==> src/rtl/msel_pkg.sv <==
package msel_pkg;

   localparam int unsigned MSEL_ADDR_W    = 20;
   localparam int unsigned MSEL_MIN_SHIFT = 10;
   localparam int unsigned MSEL_SIZE_W    = 9;
   localparam int unsigned MSEL_SLOTS     = 7;

   typedef struct packed {
      logic rom_n;
      logic ram_n;
   } msel_cs_t;

endpackage

==> src/rtl/msel_size_reg.sv <==
module msel_size_reg #(
   parameter int unsigned SIZE_W = 9
) (
   input  logic              clk,
   input  logic              rst_n,
   input  logic              wr_en,
   input  logic [SIZE_W-1:0] wr_data,
   output logic [SIZE_W-1:0] size_q
);

   localparam logic [SIZE_W-1:0] RESET_SIZE = SIZE_W'(1);

   generate
      if (SIZE_W < 1) begin : g_bad_width
         $error("msel_size_reg: SIZE_W must be at least 1");
      end
   endgenerate

   logic legal;
   assign legal = $onehot(wr_data);

   always_ff @(posedge clk or negedge rst_n) begin
      if (!rst_n)
         size_q <= RESET_SIZE;
      else if (wr_en && legal)
         size_q <= wr_data;
   end

   assert_size_onehot_R3: assert property (@(posedge clk) disable iff (!rst_n)
      $onehot(size_q));

   assert_illegal_kept_R4: assert property (@(posedge clk) disable iff (!rst_n)
      (wr_en && !$onehot(wr_data)) |=> $stable(size_q));

endmodule

==> src/rtl/msel_rom_match.sv <==
module msel_rom_match #(
   parameter int unsigned ADDR_W    = 20,
   parameter int unsigned MIN_SHIFT = 10,
   parameter int unsigned SIZE_W    = 9
) (
   input  logic              clk,
   input  logic              rst_n,
   input  logic [ADDR_W-1:0] addr,
   input  logic [SIZE_W-1:0] size_q,
   output logic              hit
);

   localparam int unsigned TOP_BIT = MIN_SHIFT + SIZE_W;

   generate
      if (TOP_BIT > ADDR_W) begin : g_bad_span
         $error("msel_rom_match: largest block exceeds the address space");
      end
   endgenerate

   logic [ADDR_W-1:0] span;
   logic [ADDR_W-1:0] low_bits;

   assign span     = ADDR_W'(size_q) << MIN_SHIFT;
   assign low_bits = span - ADDR_W'(1);
   assign hit      = &(addr | low_bits);

   logic [ADDR_W:0] base_ext;
   assign base_ext = (ADDR_W+1)'(1) << ADDR_W;

   assert_rom_bound_R2: assert property (@(posedge clk) disable iff (!rst_n)
      hit == ({1'b0, addr} >= (base_ext - {1'b0, span})));

endmodule

==> src/rtl/msel_ovr_merge.sv <==
module msel_ovr_merge #(
   parameter int unsigned NUM_SLOTS = 7
) (
   input  logic [NUM_SLOTS-1:0] slot_n,
   input  logic                 shared_n,
   output logic                 claim
);

   generate
      if (NUM_SLOTS < 1) begin : g_bad_slots
         $error("msel_ovr_merge: NUM_SLOTS must be at least 1");
      end
   endgenerate

   logic [NUM_SLOTS:0] chain;
   assign chain[0] = ~shared_n;

   genvar s;
   generate
      for (s = 0; s < NUM_SLOTS; s++) begin : g_slot
         assign chain[s+1] = chain[s] | ~slot_n[s];
      end
   endgenerate

   assign claim = chain[NUM_SLOTS];

endmodule

==> src/rtl/msel_decoder.sv <==
module msel_decoder
   import msel_pkg::*;
#(
   parameter int unsigned ADDR_W    = MSEL_ADDR_W,
   parameter int unsigned MIN_SHIFT = MSEL_MIN_SHIFT,
   parameter int unsigned SIZE_W    = MSEL_SIZE_W,
   parameter int unsigned NUM_SLOTS = MSEL_SLOTS
) (
   input  logic                 clk,
   input  logic                 rst_n,
   input  logic                 cfg_wr,
   input  logic [SIZE_W-1:0]    cfg_size,
   input  logic                 mem_strobe,
   input  logic                 io_cycle,
   input  logic [ADDR_W-1:0]    addr,
   input  logic [NUM_SLOTS-1:0] slot_ovr_n,
   input  logic                 shared_ovr_n,
   output logic                 rom_cs_n,
   output logic                 ram_cs_n
);

   logic [SIZE_W-1:0] size_q;
   logic              rom_hit;
   logic              claim;
   logic              mem_active;
   msel_cs_t          cs;

   msel_size_reg #(.SIZE_W(SIZE_W)) u_size (
      .clk     (clk),
      .rst_n   (rst_n),
      .wr_en   (cfg_wr),
      .wr_data (cfg_size),
      .size_q  (size_q)
   );

   msel_rom_match #(.ADDR_W(ADDR_W), .MIN_SHIFT(MIN_SHIFT), .SIZE_W(SIZE_W)) u_match (
      .clk    (clk),
      .rst_n  (rst_n),
      .addr   (addr),
      .size_q (size_q),
      .hit    (rom_hit)
   );

   msel_ovr_merge #(.NUM_SLOTS(NUM_SLOTS)) u_ovr (
      .slot_n   (slot_ovr_n),
      .shared_n (shared_ovr_n),
      .claim    (claim)
   );

   assign mem_active = mem_strobe & ~io_cycle;

   always_comb begin
      cs.rom_n = ~(mem_active & rom_hit);
      cs.ram_n = ~(mem_active & cs.rom_n & ~claim);
   end

   assign rom_cs_n = cs.rom_n;
   assign ram_cs_n = cs.ram_n;

   assert_exclusive_R10: assert property (@(posedge clk) disable iff (!rst_n)
      rom_cs_n || ram_cs_n);

   assert_idle_quiet_R9: assert property (@(posedge clk) disable iff (!rst_n)
      (io_cycle || !mem_strobe) |-> (rom_cs_n && ram_cs_n));

   assert_slot_hole_R6: assert property (@(posedge clk) disable iff (!rst_n)
      !ram_cs_n |-> (&slot_ovr_n));

   assert_shared_hole_R7: assert property (@(posedge clk) disable iff (!rst_n)
      !ram_cs_n |-> shared_ovr_n);

   assert_rom_deaf_R8: assert property (@(posedge clk) disable iff (!rst_n)
      ($stable(addr) && $stable(mem_strobe) && $stable(io_cycle) &&
       $stable(size_q) && !$stable({slot_ovr_n, shared_ovr_n}))
      |-> $stable(rom_cs_n));

endmodule

==> config.mk <==
export PLATFORM = sky130hd
export DESIGN_NAME = msel_decoder
export DESIGN_NICKNAME = d
export VERILOG_FILES = /design/src/rtl/msel_pkg.sv /design/src/rtl/msel_size_reg.sv /design/src/rtl/msel_rom_match.sv /design/src/rtl/msel_ovr_merge.sv /design/src/rtl/msel_decoder.sv
export SDC_FILE = /design/constraint.sdc
export NUM_CORES = 1
export LEC_CHECK = 0
export BUFFER_PORTS_ARGS = -buffer_cell sky130_fd_sc_hd__buf_2
export CORE_ASPECT_RATIO = 0.8
export CORE_MARGIN = 5
export CORE_UTILIZATION = 44
export DETAILED_ROUTE_END_ITERATION = 8
export GPL_ROUTABILITY_DRIVEN = 0
export GPL_TIMING_DRIVEN = 0
export PLACE_DENSITY = 0.85
export SLEW_MARGIN = 10
export SYNTH_ARGS = -nofsm -noshare
export SYNTH_HDL_FRONTEND = slang
export SYNTH_HIERARCHICAL = 1
export SYNTH_SLANG_ARGS = --single-unit
==> constraint.sdc <==
create_clock -name clk -period 2.3 [get_ports clk]
set_input_delay 0.23 -clock clk [delete_from_list [all_inputs] [get_ports clk]]
set_output_delay 0.23 -clock clk [all_outputs]
set_load 0.01 [all_outputs]
==> results_dict.tcl, run 1 <==
set metrics [dict create \
    status "complete, but fails checks" \
    failed_checks "setup timing" \
    setup_viol 11 \
    total_leakage_power_nw 0.530 \
    syn_inst 75 \
    ant_nets 0 \
    required_ns 2.46 \
    core_area_um2 1820 \
    timing.hold.ws_ns 0.211 \
    synth-async-reset-ratio_pct 100 \
    dpl.cell_count 132 \
    drive_gt1_share_pct 52.1 \
    antennaDiodeCount 0 \
    synth.net_count 129 \
    first_pass_grt_wire_length_um 3130 \
    synth.lib_cells_used.distinct 26 \
    fp.dieW_um 58.3 \
    grt_antenna_before_repair 0 \
    cts_tree "yes" \
    worst_r2r_startpoint "u_size/size_q[3]" \
    end_kind "flop" \
    drt-total-wl_um 1860 \
    nNetsFinal 172 \
    sequential_fraction_of_the_synthesis_area_pct 27.6 \
    clk_path_buf_depth 2 \
    worstMarginPinSlew_ns 0.345 \
    postSynthRegisterBits 9 \
    grt_total_ovfl 0 \
    worst_ir_drop_vdd_mv 0.610 \
    cts.root.buffer_cell "sky130_fd_sc_hd__clkbuf_4" \
    multiInputGateArea_um2 568 \
    top_regs "u_size/size_q (9)" \
    timing.hold.worst.class "input port to flop" \
    core.rowCount 14 \
    setup_slack_ns -1.20 \
    first_global_vias 734 \
    globalRouteTotalUtil_pct 14.8 \
    power_density_nw_per_um2 928 \
    synth_edf_count 0 \
    max_slew_violations 0 \
    vias_per_cell 5.05 \
    worstSetupStartpointType "input port" \
    mappedNetlistArea_um2 821 \
    die-area_um2 2830 \
    ios 44 \
    synth-warning-count 6 \
    via_count 712 \
    max_cap_check_violation_count 0 \
    final_period_minus_worst_setup_slack_ns 3.50 \
    achievable-frequency_ghz 0.285 \
    synth_flop_cell "sky130_fd_sc_hd__dfrtp_1" \
    first_element_of_the_critical_path "cfg_size[0]" \
    hold_violations 0 \
    max_slew_headroom_pct 76.8 \
    synthToLayoutAreaGrowth_pct 35.4 \
    largest_reg_flops 9 \
    timing.setup.critical_path_class "input port to flop" \
    largest-register "u_size/size_q" \
    clock_latency_ns 0.27 \
    drt_drc_violations_left 0 \
    instances_no_fill 141 \
    cp_data_arrival_time_ns 3.66 \
    buffer_ports.inserted 33 \
    dpl.hpwl_um 1590 \
    fp.dieH_um 48.6 \
    cts_inserted_buffers 3 \
    detail_route.wl_per_cell_um 13.2 \
    first_iteration_detailed_routing_drc_count 14 \
    timing.hold.worst.start "cfg_size[8]" \
    cts_h_tree_lvls 1 \
    final.period_utilization_pct 152 \
    start_util_pct 45.1 \
    layout.area.seq_um2 228 \
    postSynthAreaPerCell_um2 10.9 \
    layout.filler_cells 165 \
    clock_sink_count 9 \
    path_clk_slew_ns 0.06 \
    unrepaired_setup_endpoints_after_global_routing "true" \
    dr.pass1.iters 4 \
    grt_max_degree 10 \
    worstPathMaxFanout 9 \
    fin_skew_ns 0 \
]
cell usage in the layout, fill, tap and decap left out, types with 2 or more instances in the layout:
master	n
sky130_fd_sc_hd__ha_1	6
sky130_fd_sc_hd__dfrtp_1	7
sky130_fd_sc_hd__buf_2	33
sky130_fd_sc_hd__nor2_1	6
sky130_fd_sc_hd__fa_1	4
sky130_fd_sc_hd__xor2_1	6
sky130_fd_sc_hd__inv_2	2
sky130_fd_sc_hd__mux2_2	9
sky130_fd_sc_hd__inv_1	9
sky130_fd_sc_hd__clkbuf_4	3
sky130_fd_sc_hd__nand4_1	2
sky130_fd_sc_hd__buf_4	3
sky130_fd_sc_hd__o22ai_1	3
final cells by class:
class | instances | area share [%]
sequential | 9 | 20.5
multi-input combinational | 55 | 51.1
inverter | 11 | 3.72
clock buffer | 4 | 2.36
timing repair buffer | 38 | 19.6
tap | 24 | 2.70
critical path, stage by stage:
cell and delay (ns):
sky130_fd_sc_hd__buf_2 0.12, sky130_fd_sc_hd__fa_1 0.55, sky130_fd_sc_hd__inv_2 0.04, sky130_fd_sc_hd__fa_1 0.49, sky130_fd_sc_hd__inv_2 0.04, sky130_fd_sc_hd__fa_1 0.52, sky130_fd_sc_hd__ha_2 0.19, sky130_fd_sc_hd__inv_1 0.05
sky130_fd_sc_hd__fa_2 0.52, sky130_fd_sc_hd__nand4b_1 0.16, sky130_fd_sc_hd__a211oi_4 0.24, sky130_fd_sc_hd__buf_12 0.16, sky130_fd_sc_hd__mux2_2 0.33
report_power, final:
group / total (mW) / internal [mW] / leakage, nW / switching, mW
clock: 0.127 / 0.0672 / 0.0150 / 0.0603
combinational: 0.567 / 0.305 / 0.410 / 0.262
sequential: 0.336 / 0.247 / 0.105 / 0.0888
through the flow:
step	worst slack (ns)	power [mW]	util [%]	TNS, ns	cell area, µm²
after floorplan	-1.21	0.707	-	-10.88	821
after global placement	-1.48	0.796	55.8	-13.39	1020
after detailed placement	-1.57	0.834	55.8	-14.15	1020
after CTS	-1.17	1.03	60.4	-10.96	1100
after global routing	-1.26	1.12	61.0	-12.13	1110
final	-1.20	1.03	61.0	-11.20	1110
cell families (layout without fill, tap and decap cells):
kind of cell,Yosys count,in the layout,synth area share (%)
flops,9,9,27.6
simple gates,21,21,17.8
fa+ha+maj,12,12,22.9
xor+xnor,7,7,7.47
buf+inv,11,53,5.03
compound gates,6,6,6.86
mux,9,9,12.3
per-layer routing:
layer / share of wire, % / wire [µm] / track usage, % / vias to the layer above
met5: 0 / 0 / 0 / -
met4: 2.0 / 38 / 6.95 / 0
met3: 10 / 188 / 5.32 / 5
met2: 49 / 905 / 24.5 / 25
met1: 39 / 724 / 16.4 / 333
li1: - / - / - / 349
synthesized netlist by cell type (2+ instances only):
library cell | count | share of area (%)
sky130_fd_sc_hd__inv_1 | 11 | 5.0
sky130_fd_sc_hd__mux2_2 | 9 | 12
sky130_fd_sc_hd__dfrtp_1 | 8 | 24
sky130_fd_sc_hd__ha_1 | 7 | 11
sky130_fd_sc_hd__nor2_1 | 6 | 2.7
sky130_fd_sc_hd__xor2_1 | 6 | 6.4
sky130_fd_sc_hd__fa_1 | 5 | 12
sky130_fd_sc_hd__o22ai_1 | 3 | 2.3
sky130_fd_sc_hd__nand4_1 | 2 | 1.5
sky130_fd_sc_hd__nor3_1 | 2 | 1.2
path summary, 6_finish.rpt:
check                           cells after the start  slack [ns]               end
worst max-delay path                               13       -1.20  u_size/size_q[6]
worst min-delay path                                2        0.21  u_size/size_q[8]
worst max register to register                      2        1.37  u_size/size_q[3]
worst min register to register                      1        0.58  u_size/size_q[6]
max in group asynchronous                           2        1.72  u_size/size_q[0]
min in group asynchronous                           2        0.33  u_size/size_q[1]
repair_timing:
item,in CTS,in global routing
endpoints found under the hold margin,8,0
hold buffers,1,0
pin swaps,3,1
setup endpoints to repair,11,11
setup buffers,4,0
resized for setup,2,5
(Power assumes the default switching activity.)
==> inputs of run 2 (changes only) <==
Settings changed: CORE_UTILIZATION 44 to 47, PLACE_DENSITY 0.85 to 0.89.
Clock period 2.3 ns to 4.45 ns, I/O delays scaled along.
==> results_dict.tcl, run 2 (same netlist as run 1, synthesis figures left out) <==
set metrics [dict create \
    status "finished clean" \
    globalRouteTotalUtil_pct 14.8 \
    path_clk_slew_ns 0.06 \
    clock_latency_ns 0.25 \
    dr.pass1.iters 6 \
    totalPowerFinal_uw 484 \
    clock_sink_count 9 \
    instances_no_fill 134 \
    core.rowCount 13 \
    critical_path.cell_chain "buf_2, fa_1, inv_1, fa_1, inv_1, fa_1, ha_1, inv_1, fa_1, a211o_1, a211oi_4, mux2_2" \
    cts.root.buffer_cell "sky130_fd_sc_hd__clkbuf_4" \
    achievable-frequency_ghz 0.261 \
    post-cts-setup-buffer-count 0 \
    first_global_vias 676 \
    max_slew_violations 0 \
    end_kind "flop" \
    dpl.cell_count 130 \
    cp_data_arrival_time_ns 3.97 \
    clk_path_buf_depth 2 \
    required_ns 4.59 \
    layout_commonest_cell "sky130_fd_sc_hd__buf_2" \
    nNetsFinal 167 \
    power_density_nw_per_um2 465 \
    grt_max_degree 10 \
    post_cts_resize_count 0 \
    utilization_of_the_core_after_routing_pct 63.3 \
    detail_route.wl_per_cell_um 12.6 \
    die-area_um2 2690 \
    timing.hold.worst.class "input port to asynchronous set/reset pin" \
    first_iteration_detailed_routing_drc_count 12 \
    unrepaired_setup_endpoints_after_global_routing "false" \
    worst_path_largest_cell_delay_ns 0.53 \
    drt_drc_violations_left 0 \
    worstPathMaxFanout 9 \
    start_util_pct 50.0 \
    cts_inserted_buffers 3 \
    final.period_utilization_pct 86.2 \
    worstPathBufferInverterCount 4 \
    first_pass_grt_wire_length_um 2930 \
    drive_gt1_share_pct 44.6 \
    largest-register "u_size/size_q" \
    top_regs "u_size/size_q (9)" \
    hold_violations 0 \
    totalNegativeSetupSlack_ns 0 \
    cts_tree "yes" \
    worst_ir_drop_vdd_mv 0.257 \
    ios 44 \
    grt_total_ovfl 0 \
    worstMarginPinSlew_ns 0.528 \
    fp.dieW_um 56.7 \
    worstSetupStartpointType "input port" \
    via_count 671 \
    drt-total-wl_um 1680 \
    max_cap_check_violation_count 0 \
    dpl.hpwl_um 1520 \
    setup_viol 0 \
    buffer_ports.inserted 33 \
    max_slew_headroom_pct 64.7 \
    ant_nets 0 \
    fp.dieH_um 47.4 \
    layout.filler_cells 145 \
    vias_per_cell 5.01 \
    largest_reg_flops 9 \
    timing.setup.critical_path_class "input port to flop" \
    cts_h_tree_lvls 1 \
    antennaDiodeCount 0 \
    core_area_um2 1640 \
    synthToLayoutAreaGrowth_pct 26.7 \
    crit_path_frequent_cell "sky130_fd_sc_hd__fa_1" \
    worst_path_max_delay_cell "sky130_fd_sc_hd__fa_1" \
    critPathTopFamily "adder cells" \
    grt_antenna_before_repair 0 \
    layout_common_cells "sky130_fd_sc_hd__buf_2, sky130_fd_sc_hd__inv_1, sky130_fd_sc_hd__mux2_2, sky130_fd_sc_hd__dfrtp_1, sky130_fd_sc_hd__ha_1" \
    cts_hold_buffers 0 \
    timing.hold.ws_ns 0.0324 \
    final_period_minus_worst_setup_slack_ns 3.84 \
    total_leakage_power_nw 0.506 \
    fin_skew_ns 0 \
]
run 2: changes by cell type in the layout (fill, tap and decap cells not counted), sizes merged:
| cell | change |
|---|---|
| buf | -4 |
| dlygate4sd3 | -1 |
run 2: worst paths after layout:
kind	startpoint	to	slack [ns]	cells past startpoint
max	cfg_size[0]	u_size/size_q[4]	0.61	12
min	rst_n	u_size/size_q[8]	0.03	1
max reg2reg	u_size/size_q[3]	u_size/size_q[3]	3.60	1
min reg2reg	u_size/size_q[8]	u_size/size_q[8]	0.57	1
max in group asynchronous	rst_n	u_size/size_q[0]	4.17	1
min in group clk	cfg_size[7]	u_size/size_q[7]	0.44	2
run 2: where the power goes:
part / switching, mW / total [mW] / internal [mW]
clock: 0.0269 / 0.0613 / 0.0345
combinational: 0.109 / 0.237 / 0.128
sequential: 0.0582 / 0.186 / 0.127
run 2: metal layers:
metal	share of wire [%]	global-route usage, %	wire, µm
met1	42	16.9	710
met2	49	27.2	832
met3	8.4	4.95	141
met4	0	4.27	0
met5	0	0	0
run 2: area by class of cell:
| class | count | area, µm² | area share, % |
|---|---|---|---|
| well taps | 22 | 27.5 | 2.65 |
| multi-input cells | 55 | 553 | 53.2 |
| flip-flops and latches | 9 | 226 | 21.8 |
| repair buffers | 33 | 165 | 15.9 |
| inverters | 11 | 41.3 | 3.97 |
| clock buffers | 4 | 26.3 | 2.53 |
run 2: per-stage QoR:
step / worst slack (ns) / cell area (µm²)
floorplan: 0.693 / 821
global placement: 0.432 / 1010
detailed placement: 0.350 / 1010
CTS: 0.617 / 1040
global route: 0.512 / 1040
finish: 0.612 / 1040
==> inputs of run 3 (changes only) <==
Settings changed: GPL_ROUTABILITY_DRIVEN 0 to default, GPL_TIMING_DRIVEN 0 to default, SLEW_MARGIN 10 to 20.
==> results_dict.tcl, run 3 (same netlist as run 1, synthesis figures left out) <==
set metrics [dict create \
    first_pass_grt_wire_length_um 3010 \
    first_global_vias 696 \
    layout_commonest_cell "sky130_fd_sc_hd__buf_2" \
    post_cts_resize_count 0 \
    layout.filler_cells 145 \
    drt-total-wl_um 1690 \
    antennaDiodeCount 0 \
    crit_path_frequent_cell "sky130_fd_sc_hd__fa_1" \
    ff2ff_setup_slack_ns 3.61 \
    detail_route.wl_per_cell_um 12.6 \
    worst_ir_drop_vdd_mv 0.235 \
    power_density_nw_per_um2 466 \
    ios 44 \
    grt_max_degree 10 \
    die-area_um2 2690 \
    fp.dieW_um 56.7 \
    grt_antenna_before_repair 0 \
    achievable-frequency_ghz 0.260 \
    cts_inserted_buffers 3 \
    worst_r2r_path_depth 1 \
    largest_reg_flops 9 \
    core.rowCount 13 \
    start_util_pct 50.0 \
    final_design_area_no_fill_um2 1040 \
    required_ns 4.60 \
    largest-register "u_size/size_q" \
    post-cts-setup-buffer-count 0 \
    ant_nets 0 \
    dpl.hpwl_um 1530 \
    totalNegativeSetupSlack_ns 0 \
    dr.pass1.iters 3 \
    nNetsFinal 167 \
    top_regs "u_size/size_q (9)" \
    fp.dieH_um 47.4 \
    max_slew_violations 0 \
    regToRegEndpoint "u_size/size_q[3]" \
    globalRouteTotalUtil_pct 15.6 \
    drt_drc_violations_left 0 \
    worstSetupStartpointType "input port" \
    cts.root.buffer_cell "sky130_fd_sc_hd__clkbuf_4" \
    totalPowerFinal_uw 484 \
    via_count 669 \
    grt_total_ovfl 0 \
    setup_slack_ns 0.608 \
    first_iteration_detailed_routing_drc_count 13 \
    final.period_utilization_pct 86.3 \
    max_slew_headroom_pct 64.9 \
    synthToLayoutAreaGrowth_pct 26.7 \
    drive_gt1_share_pct 44.6 \
    cp_data_arrival_time_ns 3.99 \
    finalWeightedCongestion 0.736 \
    unrepaired_setup_endpoints_after_global_routing "false" \
    crit_cells 12 \
    crit_path_end "u_size/size_q[4]" \
    clock_latency_ns 0.26 \
    worst_path_max_delay_cell "sky130_fd_sc_hd__fa_1" \
    worst_path_largest_cell_delay_ns 0.54 \
    vias_per_cell 4.99 \
    core_area_um2 1640 \
    clk_path_buf_depth 2 \
    end_kind "flop" \
    fin_skew_ns 0 \
    total_leakage_power_nw 0.506 \
    timing.hold.worst.class "input port to asynchronous set/reset pin" \
    hold_violations 0 \
    setup_viol 0 \
    cts_h_tree_lvls 1 \
    final_period_minus_worst_setup_slack_ns 3.84 \
    clock_sink_count 9 \
    critical_path.cell_chain "buf_2, fa_1, inv_1, fa_1, inv_1, fa_1, ha_1, inv_1, fa_1, a211o_1, a211oi_4, mux2_2" \
    buffer_ports.inserted 33 \
    first_element_of_the_critical_path "cfg_size[0]" \
    worstPathMaxFanout 9 \
    max_cap_check_violation_count 0 \
    post_dp_cell_area_um2 1010 \
    worst_r2r_startpoint "u_size/size_q[3]" \
    cts_tree "yes" \
    status "finished clean" \
    worstPathBufferInverterCount 4 \
    cts_hold_buffers 0 \
    layout_common_cells "sky130_fd_sc_hd__buf_2, sky130_fd_sc_hd__inv_1, sky130_fd_sc_hd__mux2_2, sky130_fd_sc_hd__dfrtp_1, sky130_fd_sc_hd__ha_1" \
    worstMarginPinSlew_ns 0.525 \
    timing.setup.critical_path_class "input port to flop" \
    critPathTopFamily "adder cells" \
    pre_cts_slack_ns 0.335 \
    path_clk_slew_ns 0.06 \
]
==> run 3: cell counts in the layout (fill, tap and decap cells not counted) <==
Identical to the previous run, type by type.
==> run 3: layout make-up <==
type	count	area (µm²)	area share (%)
Tap cell	22	27.5	2.65
Sequential cell	9	226	21.8
Multi-Input combinational cell	55	553	53.2
Inverter	11	41.3	3.97
Timing Repair Buffer	33	165	15.9
Clock buffer	4	26.3	2.53
==> run 3: per-layer routing <==
| metal | vias to the layer above | GRT usage [%] | wire length, µm |
|---|---|---|---|
| li1 | 339 | - | - |
| met3 | 5 | 5.77 | 135 |
| met2 | 21 | 27.0 | 817 |
| met1 | 304 | 17.2 | 706 |
| met4 | 0 | 8.53 | 34 |
| met5 | - | 0 | 0 |
==> run 3: power breakdown <==
part / switching (mW) / total [mW] / internal (mW)
sequential: 0.0569 / 0.184 / 0.127
clock: 0.0281 / 0.0626 / 0.0345
combinational: 0.109 / 0.237 / 0.128
==> run 3: worst min-delay path by stage <==
stage	startpoint	end	slack [ns]	cells after the start
floorplan	rst_n	u_size/size_q[1]	0.15	0
global placement	rst_n	u_size/size_q[7]	0.30	1
detailed placement	rst_n	u_size/size_q[7]	0.31	1
CTS	rst_n	u_size/size_q[7]	0.01	1
global route	rst_n	u_size/size_q[4]	0.03	1
finish	rst_n	u_size/size_q[4]	0.02	1
==> run 3: stage by stage <==
| stage | utilization, % | hold WS (ns) | instances |
|---|---|---|---|
| 2_1_floorplan | - | 0.149 | 75 |
| 4_1_cts | 63.3 | 0.0147 | 134 |
| 5_1_grt | 63.3 | 0.0278 | 134 |
| 3_5_place_dp | 61.7 | 0.306 | 130 |
| 3_3_place_gp | 61.7 | 0.297 | 130 |
| 6_report | 63.3 | 0.0213 | 134 |
